===== src/rtl/cmdh_pkg.sv =====
`timescale 1ns/1ps
// Package: shared constants and types of the command/error handler.
// Assumes 8-bit register addresses and data bytes.
package cmdh_pkg;

    localparam int N_CMD = 8;

    // Position of each command's strobe line on cmd_stb_o.
    typedef enum logic [2:0] {
        CI_NOP     = 3'd0,
        CI_RESTART = 3'd1,
        CI_RECAL   = 3'd2,
        CI_DEBUG   = 3'd3,
        CI_CHARGE  = 3'd4,
        CI_PERSIST = 3'd5,
        CI_LATCH   = 3'd6,
        CI_FACTORY = 3'd7
    } cmd_idx_e;

    // Commands that general call may execute (restart, period latch).
    localparam logic [N_CMD-1:0] GC_MASK = 8'b0100_0010;

    localparam logic [7:0] REG_STATUS = 8'h00;
    localparam logic [7:0] REG_CMD    = 8'h01;
    localparam logic [7:0] REG_ERR    = 8'h02;
    localparam logic [7:0] REG_ADDR   = 8'h30;

    localparam logic [7:0] ERR_NONE    = 8'h00;
    localparam logic [7:0] ERR_BAD_ARG = 8'hFE;

    localparam int ST_READY_BIT = 0;
    localparam int ST_ERR_BIT   = 1;

    // Bus code of the command on strobe line i.
    function automatic logic [7:0] cmd_code(input int i);
        case (i)
            0:       cmd_code = 8'h00;
            1:       cmd_code = 8'h01;
            2:       cmd_code = 8'h02;
            3:       cmd_code = 8'h03;
            4:       cmd_code = 8'h05;
            5:       cmd_code = 8'h26;
            6:       cmd_code = 8'h27;
            default: cmd_code = 8'hAA;
        endcase
    endfunction

endpackage


===== src/rtl/cmdh_cmd_dec.sv =====
`timescale 1ns/1ps
// Command decoder.
// Compares a command-register write against every known code, applies the
// general-call filter, reports an unknown/filtered code as bad, and
// registers the accepted command as a one-cycle strobe.
// Assumes at most one command write per cycle.
module cmdh_cmd_dec
    import cmdh_pkg::*;
#(
    parameter int DW = 8
) (
    input  logic             clk,
    input  logic             rst_n,
    input  logic             wr_cmd_i,
    input  logic             gcall_i,
    input  logic [DW-1:0]    code_i,
    output logic [N_CMD-1:0] acc_o,
    output logic             bad_o,
    output logic [N_CMD-1:0] stb_o
);

    logic [N_CMD-1:0] match;
    logic [N_CMD-1:0] allow;
    logic [N_CMD-1:0] stb_q;

    // One comparator per known command code.
    generate
        for (genvar g = 0; g < N_CMD; g++) begin : g_match
            assign match[g] = (code_i == DW'(cmd_code(g)));
        end
    endgenerate

    // General call narrows the accepted set.
    always_comb begin
        allow = gcall_i ? GC_MASK : {N_CMD{1'b1}};
        acc_o = wr_cmd_i ? (match & allow) : '0;
        bad_o = wr_cmd_i && (acc_o == '0);
    end

    // Register accepted commands into one-cycle strobes.
    always_ff @(posedge clk) begin
        if (!rst_n) stb_q <= '0;
        else        stb_q <= acc_o;
    end

    assign stb_o = stb_q;

    AST_STB_ONEHOT: assert property (@(posedge clk) disable iff (!rst_n)
        $onehot0(stb_q));
    AST_STB_NEEDS_WRITE: assert property (@(posedge clk) disable iff (!rst_n)
        (stb_q != '0) |-> $past(wr_cmd_i));
    AST_GC_FILTER: assert property (@(posedge clk) disable iff (!rst_n)
        ((stb_q != '0) && $past(gcall_i)) |-> ((stb_q & ~GC_MASK) == '0));

endmodule


===== src/rtl/cmdh_addr_ctl.sv =====
`timescale 1ns/1ps
// Device address control.
// Holds the live bus address, a pending address and an arm flag set by the
// persist command. The live address changes only on an armed restart or a
// factory restore. Also matches incoming non-general-call addresses.
// Assumes persist/restart/factory inputs are accepted-command pulses.
module cmdh_addr_ctl #(
    parameter int            AW       = 7,
    parameter int            DW       = 8,
    parameter logic [AW-1:0] DEF_ADDR = 7'h50,
    parameter logic [AW-1:0] ADDR_MIN = 7'h08,
    parameter logic [AW-1:0] ADDR_MAX = 7'h77
) (
    input  logic          clk,
    input  logic          rst_n,
    input  logic [AW-1:0] dev_addr_i,
    input  logic          gcall_i,
    input  logic          wr_i,
    input  logic [DW-1:0] wr_val_i,
    input  logic          persist_i,
    input  logic          restart_i,
    input  logic          factory_i,
    output logic          own_hit_o,
    output logic          wr_bad_o,
    output logic [AW-1:0] pending_o
);

    localparam logic [DW-1:0] MIN_W = DW'(ADDR_MIN);
    localparam logic [DW-1:0] MAX_W = DW'(ADDR_MAX);

    logic [AW-1:0] active_q;
    logic [AW-1:0] pending_q;
    logic          armed_q;
    logic          in_range;

    // Address match and range check of a new value.
    always_comb begin
        own_hit_o = !gcall_i && (dev_addr_i == active_q);
        in_range  = (wr_val_i >= MIN_W) && (wr_val_i <= MAX_W);
        wr_bad_o  = wr_i && !in_range;
    end

    // Live/pending address and arm flag sequencing.
    always_ff @(posedge clk) begin
        if (!rst_n) begin
            active_q  <= DEF_ADDR;
            pending_q <= DEF_ADDR;
            armed_q   <= 1'b0;
        end else if (factory_i) begin
            active_q  <= DEF_ADDR;
            pending_q <= DEF_ADDR;
            armed_q   <= 1'b0;
        end else if (restart_i) begin
            if (armed_q) active_q  <= pending_q;
            else         pending_q <= active_q;
            armed_q <= 1'b0;
        end else if (persist_i) begin
            armed_q <= 1'b1;
        end else if (wr_i && in_range) begin
            pending_q <= wr_val_i[AW-1:0];
            armed_q   <= 1'b0;
        end
    end

    assign pending_o = pending_q;

    AST_LIVE_ADDR_RANGE: assert property (@(posedge clk) disable iff (!rst_n)
        (active_q >= ADDR_MIN) && (active_q <= ADDR_MAX));
    AST_LIVE_ONLY_ON_RESTART: assert property (@(posedge clk) disable iff (!rst_n)
        (!restart_i && !factory_i) |=> $stable(active_q));
    AST_BAD_VALUE_KEEPS_PENDING: assert property (@(posedge clk) disable iff (!rst_n)
        (wr_bad_o && !restart_i && !factory_i && !persist_i) |=> $stable(pending_q));

endmodule


===== src/rtl/cmdh_err_reg.sv =====
`timescale 1ns/1ps
// Sticky error register.
// Stores the most recent error code; a local access error beats an external
// report in the same cycle, and any report beats a clear.
// Assumes local codes always have bit 7 set.
module cmdh_err_reg #(
    parameter int DW = 8
) (
    input  logic          clk,
    input  logic          rst_n,
    input  logic          loc_set_i,
    input  logic [DW-1:0] loc_code_i,
    input  logic          ext_set_i,
    input  logic [DW-1:0] ext_code_i,
    input  logic          clr_i,
    output logic [DW-1:0] err_o
);

    logic [DW-1:0] err_q;
    logic          ext_ok;

    // External reports count only with the error-class bit set.
    assign ext_ok = ext_set_i && ext_code_i[DW-1];

    // Priority update: local, then external, then clear.
    always_ff @(posedge clk) begin
        if (!rst_n)         err_q <= '0;
        else if (loc_set_i) err_q <= loc_code_i;
        else if (ext_ok)    err_q <= ext_code_i;
        else if (clr_i)     err_q <= '0;
    end

    assign err_o = err_q;

    AST_ERR_FORM: assert property (@(posedge clk) disable iff (!rst_n)
        (err_q == '0) || err_q[DW-1]);
    AST_ERR_STICKY: assert property (@(posedge clk) disable iff (!rst_n)
        (!loc_set_i && !ext_ok && !clr_i) |=> $stable(err_q));
    AST_LOCAL_WINS: assert property (@(posedge clk) disable iff (!rst_n)
        loc_set_i |=> (err_q == $past(loc_code_i)));

endmodule


===== src/rtl/i2c_cmd_handler.sv =====
`timescale 1ns/1ps
// I2C slave command and error handler (top).
// Takes one decoded bus access per cycle, decides acknowledge, serves the
// status, command, error and address registers, dispatches commands as
// strobes and keeps the sticky error code. Responses are registered and
// appear one clock after the access.
// Assumes the front end presents at most one access per cycle.
module i2c_cmd_handler
    import cmdh_pkg::*;
#(
    parameter int            AW       = 7,
    parameter int            DW       = 8,
    parameter logic [AW-1:0] DEF_ADDR = 7'h50,
    parameter logic [AW-1:0] ADDR_MIN = 7'h08,
    parameter logic [AW-1:0] ADDR_MAX = 7'h77,
    parameter logic [DW-1:0] OPT_LO   = 8'hC0,
    parameter logic [DW-1:0] OPT_HI   = 8'hC7
) (
    input  logic             clk,
    input  logic             rst_n,
    input  logic             txn_valid_i,
    input  logic             txn_gcall_i,
    input  logic [AW-1:0]    txn_dev_addr_i,
    input  logic             txn_rnw_i,
    input  logic [DW-1:0]    txn_reg_i,
    input  logic [DW-1:0]    txn_wdata_i,
    input  logic             ready_i,
    input  logic             opt_fitted_i,
    input  logic             ext_err_valid_i,
    input  logic [DW-1:0]    ext_err_code_i,
    output logic             resp_valid_o,
    output logic             resp_ack_o,
    output logic             resp_nack_req_o,
    output logic [DW-1:0]    resp_rdata_o,
    output logic [N_CMD-1:0] cmd_stb_o
);

    localparam logic [DW-1:0] R_STATUS = DW'(REG_STATUS);
    localparam logic [DW-1:0] R_CMD    = DW'(REG_CMD);
    localparam logic [DW-1:0] R_ERR    = DW'(REG_ERR);
    localparam logic [DW-1:0] R_ADDR   = DW'(REG_ADDR);

    logic             own_hit;
    logic             own_wr, own_rd, gc_wr;
    logic             wr_cmd, ro_bad, addr_wr, addr_bad, cmd_bad;
    logic             opt_miss, loc_err, clr_err;
    logic [N_CMD-1:0] acc;
    logic [AW-1:0]    pending;
    logic [DW-1:0]    err;
    logic [DW-1:0]    status;
    logic [DW-1:0]    rd_mux;
    logic             resp_valid_q, resp_ack_q, resp_nack_q;
    logic [DW-1:0]    resp_rdata_q;

    // Classify the current access.
    always_comb begin
        own_wr   = txn_valid_i && own_hit && !txn_rnw_i;
        own_rd   = txn_valid_i && own_hit &&  txn_rnw_i;
        gc_wr    = txn_valid_i && txn_gcall_i && !txn_rnw_i;
        wr_cmd   = (own_wr || gc_wr) && (txn_reg_i == R_CMD);
        ro_bad   = own_wr && ((txn_reg_i == R_STATUS) || (txn_reg_i == R_ERR));
        addr_wr  = own_wr && (txn_reg_i == R_ADDR);
        opt_miss = own_rd && !opt_fitted_i &&
                   (txn_reg_i >= OPT_LO) && (txn_reg_i <= OPT_HI);
        loc_err  = cmd_bad || ro_bad || addr_bad;
        clr_err  = acc[CI_RESTART] || acc[CI_FACTORY];
    end

    cmdh_cmd_dec #(.DW(DW)) u_dec (
        .clk      (clk),
        .rst_n    (rst_n),
        .wr_cmd_i (wr_cmd),
        .gcall_i  (txn_gcall_i),
        .code_i   (txn_wdata_i),
        .acc_o    (acc),
        .bad_o    (cmd_bad),
        .stb_o    (cmd_stb_o)
    );

    cmdh_addr_ctl #(
        .AW       (AW),
        .DW       (DW),
        .DEF_ADDR (DEF_ADDR),
        .ADDR_MIN (ADDR_MIN),
        .ADDR_MAX (ADDR_MAX)
    ) u_addr (
        .clk        (clk),
        .rst_n      (rst_n),
        .dev_addr_i (txn_dev_addr_i),
        .gcall_i    (txn_gcall_i),
        .wr_i       (addr_wr),
        .wr_val_i   (txn_wdata_i),
        .persist_i  (acc[CI_PERSIST]),
        .restart_i  (acc[CI_RESTART]),
        .factory_i  (acc[CI_FACTORY]),
        .own_hit_o  (own_hit),
        .wr_bad_o   (addr_bad),
        .pending_o  (pending)
    );

    cmdh_err_reg #(.DW(DW)) u_err (
        .clk        (clk),
        .rst_n      (rst_n),
        .loc_set_i  (loc_err),
        .loc_code_i (DW'(ERR_BAD_ARG)),
        .ext_set_i  (ext_err_valid_i),
        .ext_code_i (ext_err_code_i),
        .clr_i      (clr_err),
        .err_o      (err)
    );

    // Read data selection for the registers this block owns.
    always_comb begin
        status               = '0;
        status[ST_READY_BIT] = ready_i;
        status[ST_ERR_BIT]   = (err != DW'(ERR_NONE));
        case (txn_reg_i)
            R_STATUS: rd_mux = status;
            R_ERR:    rd_mux = err;
            R_ADDR:   rd_mux = DW'(pending);
            default:  rd_mux = '0;
        endcase
    end

    // Registered response to the front end.
    always_ff @(posedge clk) begin
        if (!rst_n) begin
            resp_valid_q <= 1'b0;
            resp_ack_q   <= 1'b0;
            resp_nack_q  <= 1'b0;
            resp_rdata_q <= '0;
        end else begin
            resp_valid_q <= txn_valid_i;
            resp_ack_q   <= ((own_wr || own_rd) && !opt_miss) || gc_wr;
            resp_nack_q  <= opt_miss;
            resp_rdata_q <= (own_rd && !opt_miss) ? rd_mux : '0;
        end
    end

    assign resp_valid_o    = resp_valid_q;
    assign resp_ack_o      = resp_ack_q;
    assign resp_nack_req_o = resp_nack_q;
    assign resp_rdata_o    = resp_rdata_q;

    AST_RESP_FOLLOWS_TXN: assert property (@(posedge clk) disable iff (!rst_n)
        resp_valid_q |-> $past(txn_valid_i));
    AST_NO_ACK_WITHOUT_TXN: assert property (@(posedge clk) disable iff (!rst_n)
        !txn_valid_i |=> (!resp_ack_q && !resp_nack_q && (cmd_stb_o == '0)));
    AST_NACK_ONLY_ON_READ: assert property (@(posedge clk) disable iff (!rst_n)
        resp_nack_q |-> $past(txn_rnw_i && !opt_fitted_i));

endmodule


===== config.mk =====
export PLATFORM = sky130hd
export DESIGN_NAME = i2c_cmd_handler
export DESIGN_NICKNAME = d
export VERILOG_FILES = /design/src/rtl/cmdh_pkg.sv /design/src/rtl/cmdh_cmd_dec.sv /design/src/rtl/cmdh_addr_ctl.sv /design/src/rtl/cmdh_err_reg.sv /design/src/rtl/i2c_cmd_handler.sv
export SDC_FILE = /design/constraint.sdc
export NUM_CORES = 1
export LEC_CHECK = 0
export BUFFER_PORTS_ARGS = -buffer_cell sky130_fd_sc_hd__buf_2
export CORE_ASPECT_RATIO = 0.7
export CORE_MARGIN = 2
export CORE_UTILIZATION = 49
export CTS_BUF_LIST = sky130_fd_sc_hd__clkbuf_4 sky130_fd_sc_hd__clkbuf_8
export CTS_CLUSTER_SIZE = 20
export DETAILED_ROUTE_END_ITERATION = 8
export HOLD_SLACK_MARGIN = 0.15
export PLACE_DENSITY = 0.79
export SYNTH_ARGS = -nofsm -noshare
export SYNTH_HDL_FRONTEND = slang
export SYNTH_HIERARCHICAL = 1
export SYNTH_SLANG_ARGS = --single-unit

===== constraint.sdc =====
create_clock -name clk -period 2.72 [get_ports clk]
set_input_delay 0.136 -clock clk [delete_from_list [all_inputs] [get_ports clk]]
set_output_delay 0.136 -clock clk [all_outputs]
set_load 0.02 [all_outputs]

==> impl_metrics.ini, run 1 <==
[clock_network]
clockBufferDepth = 2
cts_buffers = 5
cts_tree = yes
clk_latency_ps = 300
clk_pin_slew_ps = 90
root_buffer = clkbuf_8
htreeDepth = 2
cts_sinks = 42

[outcome]
status = complete, but fails checks
violations = setup timing

[global_routing]
use_met1_pct = 32.2
use_met2_pct = 38.0
grt_use_total_pct = 23.6
grt_pass1_vias = 1874
grt_max_degree = 20
busiest_layer = met2
globalRoute.totalOverflow = 0
antenna_found_initial = 0
met3_usage_pct = 5.43
grt_pass1_wl_um = 9100

[route]
drc = 0
drt_wl_total_um = 5840
drt_iter0_drc = 118
wire_per_inst_um = 15.1
vias_per_cell = 5.63
vias = 2174
ant_nets = 0
drtPass1Iterations = 5

[timing]
max_freq_mhz = 358
finalHoldViolCount = 0
worstMarginPinSlew_ps = 566
drv_slew = 0
final-setup-viol-count = 2
setup_ws_ps = -73.5
slew_headroom_pct = 62.2
fin_crit_sh_pct = 103
skew_ps = 9.17
rsz0062_at_grt = true
finalCriticalPeriod_ps = 2790

[worst_setup_path]
critPathKind = reg -> reg
cp.arrival_ps = 2990
crit_fanout = 9
end_kind = flip-flop
required_ps = 2920
critical_path.startpoint_type = flip-flop
reg2reg_depth = 14

[die]
core_area_mm2 = 0.00428
die_h_um = 59.4
start_util_pct = 50.1
die_w_um = 83.1
dieArea_mm2 = 0.00493
row_count = 20
ioPinCount = 58

[power_and_ir_drop]
power_mw = 1.28
clockPowerShare_pct = 40.1
switching_share_pct = 24.8
power_frac_seq_pct = 49.2
ir_drop_mv = 0.325
leakagePower_nw = 1.27
p_int_mw = 0.959
p_per_area_mw_per_mm2 = 432
p_sw_mw = 0.317
comb_power_share_pct = 10.8

[synthesis]
syn_avg_cell_area_um2 = 8.90
ys_warn_count = 6
syn-cell-area_mm2 = 0.00215
syn_inst = 241

[run]
cap_violations = 0

[final_layout]
fill_cells = 331
fin_nets = 369
drive_gt1_share_pct = 39.3
diodes = 0
fin_cells = 386
area_growth_pct = 37.6

[place]
place_hpwl_um = 4200
port_buffers = 57
placed_cells = 369
gp_congestion = 0.806

[min_path]
hp-class = in -> reg
whs_path_depth = 3
[power by group through the flow]
stage | clock network [mW] | registers (mW) | logic (mW)
after floorplan | 0 | 0.641 | 0.0533
after global placement | 0 | 0.641 | 0.119
after detailed placement | 0 | 0.641 | 0.122
after CTS | 0.520 | 0.627 | 0.126
after global routing | 0.540 | 0.629 | 0.150
final | 0.511 | 0.628 | 0.137
[through the flow]
step / TNS, ps / util (%) / instance area (um2) / setup slack, ps / hold slack (ps)
after global placement: -422 / 62.3 / 2670 / -72.6 / 409
after detailed placement: -1900 / 62.3 / 2670 / -243 / 405
after global routing: -836 / 69.0 / 2950 / -165 / 185
after floorplan: 0 / - / 2180 / 27.4 / 254
after CTS: 0 / 66.4 / 2840 / 15.6 / 174
final: -77.9 / 69.0 / 2950 / -73.5 / 175
[worst paths after layout]
check                  endpoint                from  slack, ps
min              u_err/err_o[7]   ext_err_code_i[7]        170
max              u_err/err_o[0]  u_addr/active_q[4]        -70
min reg2reg  u_addr/active_q[0]  u_addr/active_q[0]        490
max reg2reg      u_err/err_o[0]  u_addr/active_q[4]        -70
[worst max-delay path, cell delays in order (launching register included)]
cell and delay [ps]:
dfxtp_2 330, xnor2_1 150, nand4_1 170, nor4_4 350
o21bai_2 120, nor4_2 150, buf_4 170, buf_4 100
buf_4 90, buf_4 100, nor4bb_1 280, a211o_2 310
inv_1 80, o21ai_0 230, nor2_1 70
[layout make-up]
cell class	instances	area [um2]	share of cell area [%]
clock buffers	5	68.8	2.33
inverters	6	26.3	0.890
multi-input cells	192	1390	47.0
flip-flops and latches	42	845	28.6
well taps	55	68.8	2.33
clock inverters	3	43.8	1.48
repair buffers	83	513	17.4
[flip-flops by register name (all words and copies together), names as in the netlist]
signal and cells:
resp_nack_req_o 1, u_dec/stb_o 8, u_addr/armed_q 1, u_err/err_o 8
resp_rdata_o 8, u_addr/active_q 7, resp_ack_o 1, u_addr/pending_o 7
resp_valid_o 1
[repair_timing]
item,CTS,global route
hold buffers,3,0
pin swaps,3,10
hold endpoints to repair,3,0
endpoints found under the setup margin,17,17
gates resized for setup,3,19
setup buffers,2,4
[metal layers]
layer,vias to the layer above,wire length [um]
li1,1059,-
met2,91,2610
met4,0,44
met5,-,0
met3,6,404
met1,1018,2780
[cell usage in the layout (no fill, tap or decap), types with 5 or more instances in the layout]
| master | n |
|---|---|
| and3_1 | 6 |
| clkbuf_8 | 5 |
| mux2i_1 | 12 |
| a22oi_1 | 5 |
| a211o_1 | 5 |
| nand3_1 | 10 |
| a21oi_1 | 9 |
| inv_1 | 5 |
| buf_4 | 21 |
| o21ai_0 | 9 |
| nor2_1 | 22 |
| dfxtp_1 | 39 |
| conb_1 | 8 |
| a311oi_2 | 6 |
| nor2b_1 | 5 |
| and3_2 | 7 |
| nand2_1 | 22 |
| nor4_4 | 5 |
| buf_2 | 57 |
| nand2b_1 | 5 |
No activity file was read; power rests on OpenSTA's default activity.
==> inputs of run 2 (changes only) <==
ABC_CLOCK_PERIOD_IN_PS = 2720   (was unset)
PLACE_DENSITY = 0.8   (was 0.79)
REMOVE_ABC_BUFFERS = 1   (was unset)
SYNTH_HIERARCHICAL = unset   (was 1)
==> impl_metrics.ini, run 2 <==
[outcome]
status = complete, no violations

[place]
gp_congestion = 0.879
placed_cells = 342
place_hpwl_um = 4230
port_buffers = 57
place_ws_ps = 456
placed_area_mm2 = 0.00239

[final_layout]
final_area_mm2 = 0.00265
drive_gt1_share_pct = 28.8
final_cell_mix = buf_2, dfxtp_1, nand2_1, nor2_1
diodes = 0
fin_nets = 351
fill_cells = 337
fin_cells = 365
area_growth_pct = 27.0
final_common_cell = buf_2

[route]
drt_iter0_drc = 161
vias = 2187
ant_nets = 0
drt_wl_total_um = 5810
vias_per_cell = 5.99
drtPass1Iterations = 5
wire_per_inst_um = 15.9
drc = 0

[synthesis]
async_flop_share_pct = 0
synth.distinct_cells = 52
ys_top_cells_by_count = dfxtp_1, nand2_1, nor2_1
syn_inst = 240
synth_seq_cells = 42
syn-cell-area_mm2 = 0.00209
ys_warn_count = 0
synth_top_area_cell = dfxtp_1
synth_most_common_cell = dfxtp_1
ys_seq_area_share_pct = 40.3
synth_top_area_share_pct = 40.3
synthTopCellsByArea = dfxtp_1, nand2_1, a22oi_1, nor2_1, mux2_2
synth-edff-count = 0
syn_avg_cell_area_um2 = 8.70
ys.flop_type = dfxtp_1

[timing]
slew_headroom_pct = 62.4
worstMarginPinSlew_ps = 556
skew_ps = 5.48
finalCriticalPeriod_ps = 2560
finalHoldViolCount = 0
final-setup-viol-count = 0
finalSetupTns_ps = 0
max_freq_mhz = 391
drv_slew = 0
fin_crit_sh_pct = 94.0
setup_ws_ps = 163

[die]
core_area_mm2 = 0.00399
start_util_pct = 52.3
dieArea_mm2 = 0.00481
die_h_um = 58.6
row_count = 19
die_w_um = 82.0
ioPinCount = 58

[clock_network]
clockBufferDepth = 2
root_buffer = clkbuf_8
clk_latency_ps = 290
htreeDepth = 2
cts_tree = yes
cts_buffers = 5
clk_pin_slew_ps = 80
cts_sinks = 42

[power_and_ir_drop]
ir_drop_mv = 0.276
leakagePower_nw = 1.10
power_mw = 1.25
p_per_area_mw_per_mm2 = 472

[worst_setup_path]
cp-endpoint = u_dec.stb_o[4]
reg2reg_depth = 8
critical_path.startpoint_type = flip-flop
r2r-start = u_addr.active_q[1]
r2r_slack_ps = 160
r2r-end = u_dec.stb_o[4]
critical_path.max_stage_delay_ps = 580
crit_fanout = 14
required_ps = 2960
crit_start = u_addr.active_q[1]
crit_chain = xnor2_1 > nand4_1 > o2bb2ai_1 > buf_4 > and2_1 > nand3_1 > nor4_1 > dlygate4sd3_1
critPathKind = reg -> reg
cp_slowest_cell = dlygate4sd3_1
cp.arrival_ps = 2800
end_kind = flip-flop

[global_routing]
antenna_found_initial = 0
grt_max_degree = 15
grt_use_total_pct = 23.3
grt_pass1_wl_um = 8370
grt_pass1_vias = 1827
globalRoute.totalOverflow = 0

[min_path]
hp-class = in -> reg

[run]
cap_violations = 0
## run 2: cell count changes in the layout (fill, tap and decap cells not counted), moves of 5 or more
cell / delta
buf_4: -15
a22oi_1: +8
mux2i_1: -7
conb_1: -8
nor3_1: +5
a311oi_2: -6
and3_1: -5
nand2_1: +6
a211o_1: -5
and3_2: -7
a31oi_1: +6
dlygate4sd3_1: +10
## run 2: power breakdown
| part | leakage (nW) | switching [mW] | internal [mW] |
|---|---|---|---|
| Combinational | 0.705 | 0.0708 | 0.0584 |
| Sequential | 0.340 | 0.00509 | 0.622 |
| Clock | 0.0579 | 0.224 | 0.270 |
| Total | 1.10 | 0.300 | 0.951 |
## run 2: cells by family (layout without fill, tap and decap cells)
group,after synthesis,after routing,share of synthesized area [%]
AO/OA/AOI/OAI,48,48,16.1
multiplexers,11,11,5.64
buffers and inverters,15,88,4.20
flip-flops,42,42,40.3
AND/OR/NAND/NOR,117,117,30.8
XOR/XNOR,7,7,2.94
## run 2: cell type report
type                    instances  area (um2)  area share (%)
clock buffers                   5        68.8            2.60
inverters                       4        15.0           0.566
well taps                      52        65.1            2.45
repair buffers                 76         460            17.4
clock inverters                 3        40.0            1.51
multi-input cells             183        1160            43.8
flip-flops and latches         42         841            31.7
## run 2: per-stage QoR
stage | hold slack (ps) | util (%)
2_1_floorplan | 211 | -
3_3_place_gp | 355 | 60.0
3_5_place_dp | 360 | 60.0
4_1_cts | 160 | 65.9
5_1_grt | 172 | 66.4
6_report | 164 | 66.4
## run 2: timing repair
action                                  in CTS  in global routing
endpoints found under the setup margin       0                  2
setup buffers                                0                  2
hold buffers                                13                  0
resized for setup                            0                  1
endpoints found under the hold margin       11                  0
## run 2: critical path, delay by kind of cell (launching register included)
kind	cells	cell delay (ps)
AND/OR/NAND/NOR	4	700
XOR/XNOR	1	400
flip-flops	1	350
buffers and inverters	2	820
AO/OA/AOI/OAI	1	230
## run 2: per-layer routing
metal | global-route usage, % | wire length [um] | up-vias
met5 | 0 | 0 | -
met3 | 6.13 | 570 | 15
li1 | - | - | 1028
met1 | 32.4 | 2630 | 1023
met2 | 35.8 | 2530 | 121
met4 | 6.67 | 87 | 0
## run 2: worst min path at each step
stage / startpoint / slack (ps) / depth (start not counted) / endpoint
4_1_cts: txn_wdata_i[3] / 160 / 3 / u_addr.pending_o[3]
5_1_grt: txn_wdata_i[3] / 170 / 3 / u_addr.pending_o[3]
2_1_floorplan: txn_gcall_i / 210 / 1 / u_dec.stb_o[3]
3_3_place_gp: ext_err_code_i[2] / 350 / 3 / u_err.err_o[2]
6_report: txn_wdata_i[3] / 160 / 3 / u_addr.pending_o[3]
3_5_place_dp: ext_err_code_i[2] / 360 / 3 / u_err.err_o[2]
==> inputs of run 3 (changes only) <==
ABC_AREA = 1   (was unset)
PLACE_DENSITY = 0.79   (was 0.8)
==> impl_metrics.ini, run 3 <==
[worst_setup_path]
reg2reg_depth = 16
critPathKind = in -> reg
r2r_slack_ps = 820
crit_cells = 17
end_kind = flip-flop
crit_chain = dlygate4sd3_1 > buf_2 > nand2_1 > nor2_1 > nand2_1 > nor2_1 > nand3_1 > nand2_2 > nand2_2 > inv_2 > nand2_4 > nand2_1 > inv_1 > nand2_2 > nand3_1 > nand2_1 > inv_1
critical_path.max_stage_delay_ps = 510
required_ps = 2920
crit_fanout = 8
cp_slowest_cell = dlygate4sd3_1
r2r-end = u_err.err_o[6]
critical_path_buf_inv_count = 5
cp.arrival_ps = 2200
cp-endpoint = u_err.err_o[6]
crit_top_cell = nand2_1
crit_start = txn_valid_i
crit_family = simple AND/OR/NAND/NOR gates
critical_path.startpoint_type = primary input
r2r-start = u_addr.active_q[5]

[synthesis]
synth_compound_area_share_pct = 11.0
synth_simple_gate_area_share_pct = 38.5
synth-edff-count = 0
syn-cell-area_mm2 = 0.00220
synth_adder_area_share_pct = 0
syn_avg_cell_area_um2 = 6.57
synth_most_common_cell = nand2_1
syn_inst = 335
ys_warn_count = 0
ys.flop_type = dfxtp_1
synth-xor-area-share_pct = 0
synthTopCellsByArea = dfxtp_1, nand2_1, inv_1, nand3_1, nor2_1
synth_seq_cells = 42
synth_top_area_share_pct = 38.2
ys_top_cells_by_count = nand2_1, inv_1, dfxtp_1
ys_seq_area_share_pct = 38.2
synth_top_area_cell = dfxtp_1
synth.distinct_cells = 35
async_flop_share_pct = 0
synth_mux_area_share_pct = 0
synth_top_family_by_area = simple AND/OR/NAND/NOR gates

[route]
vias = 2325
drt_wl_total_um = 5630
drtPass1Iterations = 5
wire_per_inst_um = 12.3
vias_per_cell = 5.08
ant_nets = 0
drt_iter0_drc = 228
drc = 0

[clock_network]
cts_buffers = 5
clk_pin_slew_ps = 80
clk_latency_ps = 300
htreeDepth = 2
postCtsResizedCells = 0
cts_tree = yes
cts_sinks = 42
clockBufferDepth = 2
root_buffer = clkbuf_8

[die]
core_area_mm2 = 0.00433
ioPinCount = 58
row_count = 20
dieArea_mm2 = 0.00505
die_h_um = 60.1
start_util_pct = 50.8
die_w_um = 84.1

[timing]
max_freq_mhz = 500
slew_headroom_pct = 68.9
holdWs_ps = 169
finalHoldViolCount = 0
fin_crit_sh_pct = 73.6
drv_slew = 0
rsz0062_at_grt = false
final-setup-viol-count = 0
skew_ps = 4.68
finalCriticalPeriod_ps = 2000
worstMarginPinSlew_ps = 466
finalSetupTns_ps = 0

[global_routing]
globalRoute.totalOverflow = 0
grt_pass1_vias = 2069
antenna_found_initial = 0
grt_max_degree = 16
grt_pass1_wl_um = 9520
grt_use_total_pct = 24.2

[final_layout]
area_growth_pct = 22.3
fill_cells = 408
drive_gt1_share_pct = 21.3
final_common_cell = nand2_1
final_cell_mix = nand2_1, inv_1, buf_2, dfxtp_1, nor2_1
diodes = 0
fin_nets = 441

[power_and_ir_drop]
ir_drop_mv = 0.353
p_per_area_mw_per_mm2 = 439
leakagePower_nw = 1.44
power_mw = 1.18

[place]
place_hpwl_um = 4380
gp_congestion = 0.980
port_buffers = 57

[run]
cap_violations = 0

[min_path]
hp-class = in -> reg
whs_path_depth = 4

[outcome]
status = complete, no violations
==> run 3: cell count changes in the layout (fill, tap and decap cells not counted), moves of 8 or more <==
cell	previous run	this run
inv_1	4	63
nand3_1	11	29
a22oi_1	13	0
nand2_1	28	88
nor2_1	24	33
dlygate4sd3_1	13	5
==> run 3: worst min-delay path by stage <==
stage                                end      startpoint
after global placement      resp_valid_o     txn_valid_i
final                     u_dec.stb_o[0]  txn_wdata_i[0]
after CTS                 u_dec.stb_o[2]  txn_wdata_i[2]
after global routing      u_dec.stb_o[3]  txn_wdata_i[0]
after floorplan             resp_valid_o     txn_valid_i
after detailed placement    resp_valid_o     txn_valid_i
==> run 3: through the flow <==
step	std cells	util, %	area, um2	setup slack [ps]
CTS	458	62.1	2690	758
finish	458	62.1	2690	719
global route	458	62.1	2690	559
floorplan	333	-	2190	1180
global placement	445	58.8	2540	900
detailed placement	445	58.8	2540	859
==> run 3: timing repair <==
item,in CTS,in global routing
setup buffers,0,0
hold buffers,5,0
endpoints found under the hold margin,5,0
==> run 3: cells by family after synthesis <==
logic type,count (synthesis)
and+or+nand+nor,184
buffers and inverters,72
DFF,42
AOI/OAI and AO/OA,37
==> run 3: power by group <==
group	leakage (nW)	internal, mW	switching (mW)
clock	0.0517	0.215	0.211
combinational	1.05	0.0520	0.0788
sequential	0.340	0.621	0.00484
==> run 3: worst register-to-register path, cell delays in order (launching register included) <==
cell	delay [ps]
dfxtp_1	310
inv_1	90
nor2_1	70
nor2_1	110
nand2_1	60
nor2_1	150
nand3_1	110
nand2_2	140
nand2_2	100
inv_2	100
nand2_4	70
nand2_1	80
inv_1	60
nand2_2	150
nand3_1	90
nand2_1	80
inv_1	40
==> run 3: final cells by class <==
type	instances	area, um2	share of cell area, %
tap	55	68.8	2.56
inverter	70	263	9.77
sequential	42	841	31.3
clock buffer	7	90.1	3.35
multi-input combinational	221	1090	40.4
timing repair buffer	62	335	12.5
clock inverter	1	5.00	0.186
==> run 3: metal layers <==
layer / up-vias / part of all wire, % / GRT usage (%)
met3: 6 / 9.2 / 7.60
met2: 114 / 40 / 35.1
met4: 0 / 0.76 / 5.76
met5: - / 0 / 0
li1: 1205 / - / -
met1: 1000 / 50 / 35.2
